## src/rtl/nic_irq_pkg.sv

```systemverilog
package nic_irq_pkg;
  localparam int DATA_W  = 32;
  localparam int RBU_B   = 7;
  localparam int RXC_B   = 6;
  localparam int TXU_B   = 5;
  localparam int RXE_B   = 4;
  localparam int ERL_B   = 3;
  localparam int STAT_LO = 3;
  localparam int STAT_N  = 5;
  localparam int THR_LSB = 8;
endpackage

```

## src/rtl/nic_irq_rbu_detect.sv

```systemverilog
// Detects the step from "some buffer" to "no buffer". The held sample
// starts at 0, so an empty ring after reset cannot produce an event.
module nic_irq_rbu_detect (
  input  logic clk,
  input  logic rst_n,
  input  logic present,
  output logic lost
);
  logic present_q;

  always_ff @(posedge clk or negedge rst_n) begin
    if (!rst_n) present_q <= 1'b0;
    else        present_q <= present;
  end

  assign lost = present_q & ~present;
endmodule

```

## src/rtl/nic_irq_word_track.sv

```systemverilog
// Counts long words of the current frame and flags the word whose
// count equals the threshold; equality keeps it to one hit per frame.
module nic_irq_word_track #(
  parameter int CNT_W = 16,
  parameter int THR_W = 8
) (
  input  logic             clk,
  input  logic             rst_n,
  input  logic             frame_start,
  input  logic             word,
  input  logic             enable,
  input  logic [THR_W-1:0] thr,
  output logic             hit
);
  logic [CNT_W-1:0] cnt_q;
  logic [CNT_W-1:0] cnt_nxt;

  assign cnt_nxt = cnt_q + 1'b1;

  always_ff @(posedge clk or negedge rst_n) begin
    if (!rst_n)           cnt_q <= '0;
    else if (frame_start) cnt_q <= '0;
    else if (word)        cnt_q <= cnt_nxt;
  end

  assign hit = enable & word & ~frame_start & (thr != '0) &
               (cnt_nxt == CNT_W'(thr));
endmodule

```

## src/rtl/nic_irq_sticky.sv

```systemverilog
// Bank of sticky flags: a set beats every clear in the same cycle.
module nic_irq_sticky #(
  parameter int N = 5
) (
  input  logic         clk,
  input  logic         rst_n,
  input  logic [N-1:0] set,
  input  logic [N-1:0] clr,
  output logic [N-1:0] q
);
  for (genvar i = 0; i < N; i++) begin : g_bit
    always_ff @(posedge clk or negedge rst_n) begin
      if (!rst_n)      q[i] <= 1'b0;
      else if (set[i]) q[i] <= 1'b1;
      else if (clr[i]) q[i] <= 1'b0;
    end
  end
endmodule

```

## src/rtl/nic_irq_status.sv

```systemverilog
module nic_irq_status
  import nic_irq_pkg::*;
#(
  parameter int THR_W = 8,
  parameter int CNT_W = 16
) (
  input  logic              clk,
  input  logic              rst_n,
  input  logic              rx_buf_present,
  input  logic              rx_frame_start,
  input  logic              rx_word,
  input  logic              rx_done,
  input  logic              rx_err,
  input  logic              tx_underflow,
  input  logic              reg_wr,
  input  logic              reg_addr,
  input  logic [DATA_W-1:0] reg_wdata,
  output logic [DATA_W-1:0] reg_rdata,
  output logic              irq_n,
  output logic              rx_suspend,
  output logic              rx_abort
);
  localparam int ERLEN_B = THR_LSB + THR_W;
  localparam int STAT_HI = STAT_LO + STAT_N - 1;

  logic [STAT_N-1:0] en_q;
  logic [THR_W-1:0]  thr_q;
  logic              erl_en_q;
  logic [STAT_N-1:0] stat_q;
  logic [STAT_N-1:0] set_v;
  logic [STAT_N-1:0] clr_v;
  logic              rbu_evt;
  logic              early_hit;
  logic              frame_end;
  logic              wr_stat;
  logic              wr_ctrl;

  assign wr_stat = reg_wr & ~reg_addr;
  assign wr_ctrl = reg_wr &  reg_addr;

  always_ff @(posedge clk or negedge rst_n) begin
    if (!rst_n) begin
      en_q     <= '0;
      thr_q    <= '0;
      erl_en_q <= 1'b0;
    end else if (wr_ctrl) begin
      en_q     <= reg_wdata[STAT_HI:STAT_LO];
      thr_q    <= reg_wdata[THR_LSB +: THR_W];
      erl_en_q <= reg_wdata[ERLEN_B];
    end
  end

  nic_irq_rbu_detect u_rbu (
    .clk     (clk),
    .rst_n   (rst_n),
    .present (rx_buf_present),
    .lost    (rbu_evt)
  );

  nic_irq_word_track #(.CNT_W(CNT_W), .THR_W(THR_W)) u_words (
    .clk         (clk),
    .rst_n       (rst_n),
    .frame_start (rx_frame_start),
    .word        (rx_word),
    .enable      (erl_en_q),
    .thr         (thr_q),
    .hit         (early_hit)
  );

  assign frame_end = rx_done | rx_err;

  always_comb begin
    set_v = '0;
    set_v[RBU_B-STAT_LO] = rbu_evt;
    set_v[RXC_B-STAT_LO] = rx_done;
    set_v[TXU_B-STAT_LO] = tx_underflow;
    set_v[RXE_B-STAT_LO] = rx_err;
    set_v[ERL_B-STAT_LO] = early_hit & ~frame_end;
    clr_v = wr_stat ? reg_wdata[STAT_HI:STAT_LO] : '0;
    clr_v[ERL_B-STAT_LO] = clr_v[ERL_B-STAT_LO] | frame_end;
  end

  nic_irq_sticky #(.N(STAT_N)) u_flags (
    .clk   (clk),
    .rst_n (rst_n),
    .set   (set_v),
    .clr   (clr_v),
    .q     (stat_q)
  );

  always_ff @(posedge clk or negedge rst_n) begin
    if (!rst_n) begin
      irq_n      <= 1'b1;
      rx_suspend <= 1'b0;
      rx_abort   <= 1'b0;
    end else begin
      irq_n      <= ~|(stat_q & en_q);
      rx_suspend <= rbu_evt;
      rx_abort   <= rx_err;
    end
  end

  always_comb begin
    reg_rdata = '0;
    if (!reg_addr) begin
      reg_rdata[STAT_HI:STAT_LO] = stat_q;
    end else begin
      reg_rdata[STAT_HI:STAT_LO]   = en_q;
      reg_rdata[THR_LSB +: THR_W]  = thr_q;
      reg_rdata[ERLEN_B]           = erl_en_q;
    end
  end

  logic unused_bits;
  assign unused_bits = ^{reg_wdata[DATA_W-1:ERLEN_B+1], reg_wdata[STAT_LO-1:0]};
endmodule

```

## config.mk

```make
export PLATFORM = sky130hd
export DESIGN_NAME = nic_irq_status
export DESIGN_NICKNAME = d
export VERILOG_FILES = /design/src/rtl/nic_irq_pkg.sv /design/src/rtl/nic_irq_rbu_detect.sv /design/src/rtl/nic_irq_word_track.sv /design/src/rtl/nic_irq_sticky.sv /design/src/rtl/nic_irq_status.sv
export SDC_FILE = /design/constraint.sdc
export NUM_CORES = 1
export LEC_CHECK = 0
export BUFFER_PORTS_ARGS = -buffer_cell sky130_fd_sc_hd__buf_2
export CORE_MARGIN = 2
export CORE_UTILIZATION = 50
export CTS_CLUSTER_SIZE = 8
export DETAILED_ROUTE_END_ITERATION = 10
export PLACE_DENSITY = 0.77
export SYNTH_ARGS = -nofsm -noshare
export SYNTH_HDL_FRONTEND = slang
export SYNTH_SLANG_ARGS = --single-unit
```

## constraint.sdc

```tcl
create_clock -name clk -period 2.87 [get_ports clk]
set_input_delay 0.287 -clock clk [delete_from_list [all_inputs] [get_ports clk]]
set_output_delay 0.287 -clock clk [all_outputs]
set_load 0.1 [all_outputs]
```

# Yosys cells after proc, flatten, opt, wreduce, memory -nomap -nowiden

Index checks and enable logic that the tools add are counted.

Reduce and logical (&&, ||, !) cells: 9
Equal/unequal tests: 1
Bitwise operators: 15
$add $sub $neg: 1
Multiplexer cells: 15

Operators by type and width:

| kind                                                             | number |
|---|---|
| 16-bit 2-to-1 mux                                                | 2 |
| 16-bit by 1-bit adder with 16-bit output (second input constant) | 1 |
| 16-bit by 8-bit == test with 1-bit output                        | 1 |
| 2-bit nonzero test                                               | 6 |
| 1-bit 2-to-1 mux                                                 | 10 |
| 5-bit 2-to-1 mux                                                 | 2 |
| 9-bit 2-to-1 mux                                                 | 1 |
| 1-bit bitwise AND                                                | 8 |
| 8-bit nonzero test                                               | 1 |
| 5-bit bitwise AND                                                | 1 |
| 5-bit OR reduction                                               | 1 |
| 1-bit NOT                                                        | 4 |
| 1-bit bitwise OR                                                 | 2 |
| 1-bit logical NOT                                                | 1 |

Output and inout port bits: 35
Bits in registers: 39
Input port bits: 42
Word-level logic and storage cells: 54

# Depth between registers and ports, before layout

Word-level depth: 6
Gate-level depth with buffers: 8

# Hierarchy

Synthesis repeated with hierarchy kept, for this count alone.

Cells, all modules: 231
Area total of the unflattened synthesis: 2347.3 µm²

By module, submodules not included:

| module             | cells an instance | times used | area an instance (µm²) | seq. area each (µm²) |
|---|---|---|---|---|
| nic_irq_word_track | 135               | 1          | 1148.6                 | 400.4 |
| nic_irq_status     | 79                | 1          | 978.4                  | 426.7 |
| nic_irq_sticky     | 15                | 1          | 181.4                  | 125.1 |
| nic_irq_rbu_detect | 2                 | 1          | 38.8                   | 25.0 |

# Worst setup path before layout

No wires, ideal clock.

Path type: reg2reg
Start point: reg u_words.cnt_q[0]
End point: reg u_flags.q[0]
Arrival: 1.973 ns
Path buffers: 1
Setup slack: 0.805 ns
Stages on the path, launching flop included: 9
Data required time: 2.778 ns
Path through: dfrtp_1 -> ha_1 -> and3_1 -> buf_4 -> nand4_4 -> mux2i_1 -> a22oi_1 -> or3b_1 -> o31ai_2

Cells in the longest elaborated chain, start to end: 5

RTL lines:

| what                                                   | RTL line                 | RTL |
|---|---|---|
| from (decl)                                            | nic_irq_word_track.sv:15 | `logic [CNT_W-1:0] cnt_q;` |
| from (signal assigned)                                 | nic_irq_word_track.sv:23 | `else if (word) cnt_q <= cnt_nxt;` |
| 16-bit by 1-bit adder with 16-bit output (*)           | nic_irq_word_track.sv:18 | `assign cnt_nxt = cnt_q + 1'b1;` |
| 16-bit by 8-bit == test with 1-bit output (*)          | nic_irq_word_track.sv:27 | `(cnt_nxt == CNT_W'(thr));` |
| 1-bit bitwise AND (*)                                  | nic_irq_word_track.sv:26 | `assign hit = enable & word & ~frame_start & (thr != '0) &` |
| 1-bit bitwise AND (*)                                  | nic_irq_status.sv:78     | `set_v[ERL_B-STAT_LO] = early_hit & ~frame_end;` |
| 1-bit 2-to-1 mux or 2-bit nonzero test (tied branches) | n/a                      |  |
| to (signal, indexed assignment)                        | nic_irq_sticky.sv:13     | `if (!rst_n) q[i] <= 1'b0;` |
| to (signal, indexed assignment)                        | nic_irq_sticky.sv:14     | `else if (set[i]) q[i] <= 1'b1;` |
| to (signal, indexed assignment)                        | nic_irq_sticky.sv:15     | `else if (clr[i]) q[i] <= 1'b0;` |
| to (decl)                                              | nic_irq_sticky.sv:9      | `output logic [N-1:0] q` |

Every way passes the cells marked *; elsewhere a longest branch is shown, timed or not.
A chain may end at the register's enable or synchronous reset.

# Worst setup path after layout

Ends and elaborated chain as after synthesis.

==> flow_metrics.tcl <==
set metrics [dict create \
    outcome "complete, no violations" \
    crit_type "flop to flop" \
    detailed_place_hpwl_um 3180 \
    cts_buffers 5 \
    maxCapViolCount 0 \
    drcViolationCount 0 \
    post-layout-total-power_w 0.00147 \
    path_max_fanout 7 \
    floorplan.initialDensity_pct 52.0 \
    antennaDiodeCount 0 \
    fin_skew_ns 0.00818 \
    chipHeight_um 71.3 \
    placeableCoreArea_mm2 0.00435 \
    initialDrtViolationCount 65 \
    final_cell_count_no_fill 314 \
    maximum_number_of_pins_on_one_net_before_global_route_repair 40 \
    io_pins 77 \
    setup_total_neg_slack_ns 0 \
    worstSkewPairLatency_ns 0.29 \
    setup_violations 0 \
    cts_hold_buffers_added 0 \
    regToRegStartpoint "u_words.cnt_q[0]" \
    worstPathRequired_ns 3.07 \
    p_leak_nw 1.17 \
    synth.top_cells.by_area "dfrtp_1, mux2_2, buf_4" \
    count_of_flip_flops_with_a_built_in_enable_after_synthesis 0 \
    synthCells 224 \
    die_width_um 71.3 \
    asyncSetResetFlopFracSynth_pct 100 \
    layout-area-overhead-vs-synth_pct 10.8 \
    cpLargestDelayFamily "simple AND/OR/NAND/NOR gates" \
    die_area_mm2 0.00508 \
    finalWirelength_um 4300 \
    cts_sinks 39 \
    nFillCells 379 \
    crit_path_buffers_inverters 0 \
    timing.final.crit_share_pct 74.5 \
    netlist_area_mm2 0.00226 \
    postCtsSetupBuffers 0 \
    final_period_minus_worst_setup_slack_ns 2.14 \
    report.final.slew_viol_count 0 \
    clkSlewWorstSetupHoldPaths_ns 0.08 \
    crit_path_max_incr_delay_ns 0.47 \
    cp_cell_sequence "ha_1, and3_1, nand4_4, mux2i_1, a22oi_1, or3b_1, o31ai_2" \
    avgSynthCellArea_um2 10.1 \
    viasPerCell 5.16 \
    cp_slowest_cell "dfrtp_1" \
    remaining_global_route_overflow 0 \
    cts_tree "built" \
    final_hold_viol_count 0 \
    cts.htree.levels 2 \
    powerDensity_mw_per_mm2 586 \
    number_of_global_route_vias_before_repair 1533 \
    avgRoutedWirePerCell_um 13.7 \
    ctsResizeCount 0 \
    detailroute.via_count 1619 \
    clock.fmax_ghz 0.468 \
    io_buffers 40 \
    timing_worst_slew_pin_value_ns 0.862 \
    crit_arrival_ns 2.34 \
    ctsRootBufferMaster "clkbuf_8" \
    synth_seq_cells 39 \
    synth_cell_type_count 42 \
    hold_class "input pin to async pin" \
    design_area_mm2 0.00251 \
    gp_routability_congestion 0.825 \
    timing.slew.headroom_pct 42.5 \
    synth.yosys.warnings 0 \
    synth.top_cell.area_share_pct 42.0 \
    first_pass_iters 4 \
    num_rows 24 \
    worstSetupEndpointType "flop" \
    post_route_cells_drive_above_1_share_pct 27.9 \
    startpoint_type "flop" \
    reg2reg_to "u_flags.q[0]" \
    antenna_found_initial 0 \
    synth_largest_area_cell "dfrtp_1" \
    yosysSeqAreaShare_pct 43.2 \
    placedCellCount 306 \
    synthFlopType "dfrtp_1" \
    vdd.ir_drop.worst_mv 0.417 \
    global_route.usage.total_pct 17.4 \
    placed_area_mm2 0.00241 \
    regToRegSetupSlack_ns 0.73 \
    setup_repair_after_global_routing_missed_its_margin "no" \
    nets 304 \
    cts-root-to-sink-buffers 2 \
    reg2regPathDepth 7 \
    drtAntennaViolNets 0 \
    grt_pass1_wl_um 7000 \
]
[layout make-up]
cell class / instances / area [µm²] / share of cell area, %
Tap cell: 52 / 65.1 / 2.60
Sequential cell: 39 / 977 / 39.0
Timing Repair Buffer: 42 / 215 / 8.59
Inverter: 5 / 18.8 / 0.749
Multi-Input combinational cell: 168 / 1140 / 45.4
Clock inverter: 1 / 5.00 / 0.200
Clock buffer: 7 / 86.3 / 3.44
[synthesized netlist by cell type (2+ instances only)]
| library cell | n |
|---|---|
| buf_4 | 19 |
| nor2b_1 | 2 |
| and3_1 | 6 |
| buf_2 | 3 |
| mux2_2 | 19 |
| xor2_1 | 12 |
| nand2_1 | 13 |
| and2_1 | 9 |
| nand3_1 | 13 |
| clkbuf_1 | 5 |
| or3_1 | 2 |
| a21oi_1 | 3 |
| nor2_1 | 18 |
| xnor2_1 | 15 |
| inv_1 | 5 |
| nand4_1 | 6 |
| and4_1 | 2 |
| nor4_1 | 3 |
| dfrtp_1 | 38 |
| a21o_1 | 4 |
| mux2i_1 | 2 |
| o21ai_0 | 5 |
[state kept, by name (all words and copies together) (netlist names)]
register         count
en_q                 5
erl_en_q             1
irq_n                1
rx_abort             1
rx_suspend           1
thr_q                8
u_flags.q            5
u_rbu.present_q      1
u_words.cnt_q       16
[placed cells by master, fill, tap and decap left out, drive strengths merged]
cell type  instances
xor2              12
a211o              1
and3               6
clkinv             1
dfrtp             38
xnor2             15
nand4              7
a22oi              1
conb              18
nor3               2
mux2              19
a21oi              3
o21ai              6
nand3             14
nor3b              1
nor2              18
ha                 1
clkbuf             7
nand2             13
and4               2
or3                2
or3b               1
buf               42
a221oi             1
dfstp              1
a222oi             1
nor4b              1
mux2i              2
nor4               3
o31ai              1
nor2b              2
a21o               4
o22ai              1
inv                5
o21a               1
and2               9
[worst max path at each step]
stage / slack, ns / start / to / cells after the start
final: 0.73 / u_words.cnt_q[0] / u_flags.q[0] / 7
after detailed placement: 0.75 / u_words.cnt_q[0] / u_flags.q[0] / 7
after floorplan: 0.80 / u_words.cnt_q[0] / u_flags.q[0] / 8
after global placement: 0.81 / u_words.cnt_q[0] / u_flags.q[0] / 8
after global routing: 0.62 / u_words.cnt_q[0] / u_flags.q[0] / 7
after CTS: 0.75 / u_words.cnt_q[0] / u_flags.q[0] / 7
[cell families after synthesis]
logic type	after synthesis	synth area share, %
buf+inv	34	9.29
simple gates	81	20.0
other cells	1	0.166
fa+ha+maj	1	0.553
flops	39	43.2
xor+xnor	27	10.5
mux	21	10.3
compound gates	20	6.03
[stage by stage]
| step | hold WS, ns | util (%) | setup WS [ns] |
|---|---|---|---|
| 2_1_floorplan | -0.00859 | - | 0.805 |
| 3_3_place_gp | 0.413 | 55.5 | 0.806 |
| 3_5_place_dp | 0.413 | 55.5 | 0.753 |
| 4_1_cts | 0.104 | 57.6 | 0.752 |
| 5_1_grt | 0.100 | 57.6 | 0.616 |
| 6_report | 0.103 | 57.6 | 0.733 |
[metal layers]
layer	wire length, µm	track usage (%)	share of wire (%)	vias up
li1	-	-	-	802
met1	1990	24.1	46	762
met2	2020	27.1	47	46
met4	73	6.29	1.7	0
met3	212	3.80	4.9	9
met5	0	0	0	-
[worst reg2reg max path, stage by stage (launching register included)]
cell and delay [ns]:
dfrtp_1 0.47, ha_1 0.28, and3_1 0.25, nand4_4 0.11, mux2i_1 0.19, a22oi_1 0.10, or3b_1 0.41, o31ai_2 0.24
[power by group]
group / switching (W) / internal [W] / leakage (nW)
logic: 0.000364 / 0.0000964 / 0.639
clock network: 0.000185 / 0.000194 / 0.0482
registers: 0.0000387 / 0.000591 / 0.486
(Power assumes the default switching activity.)
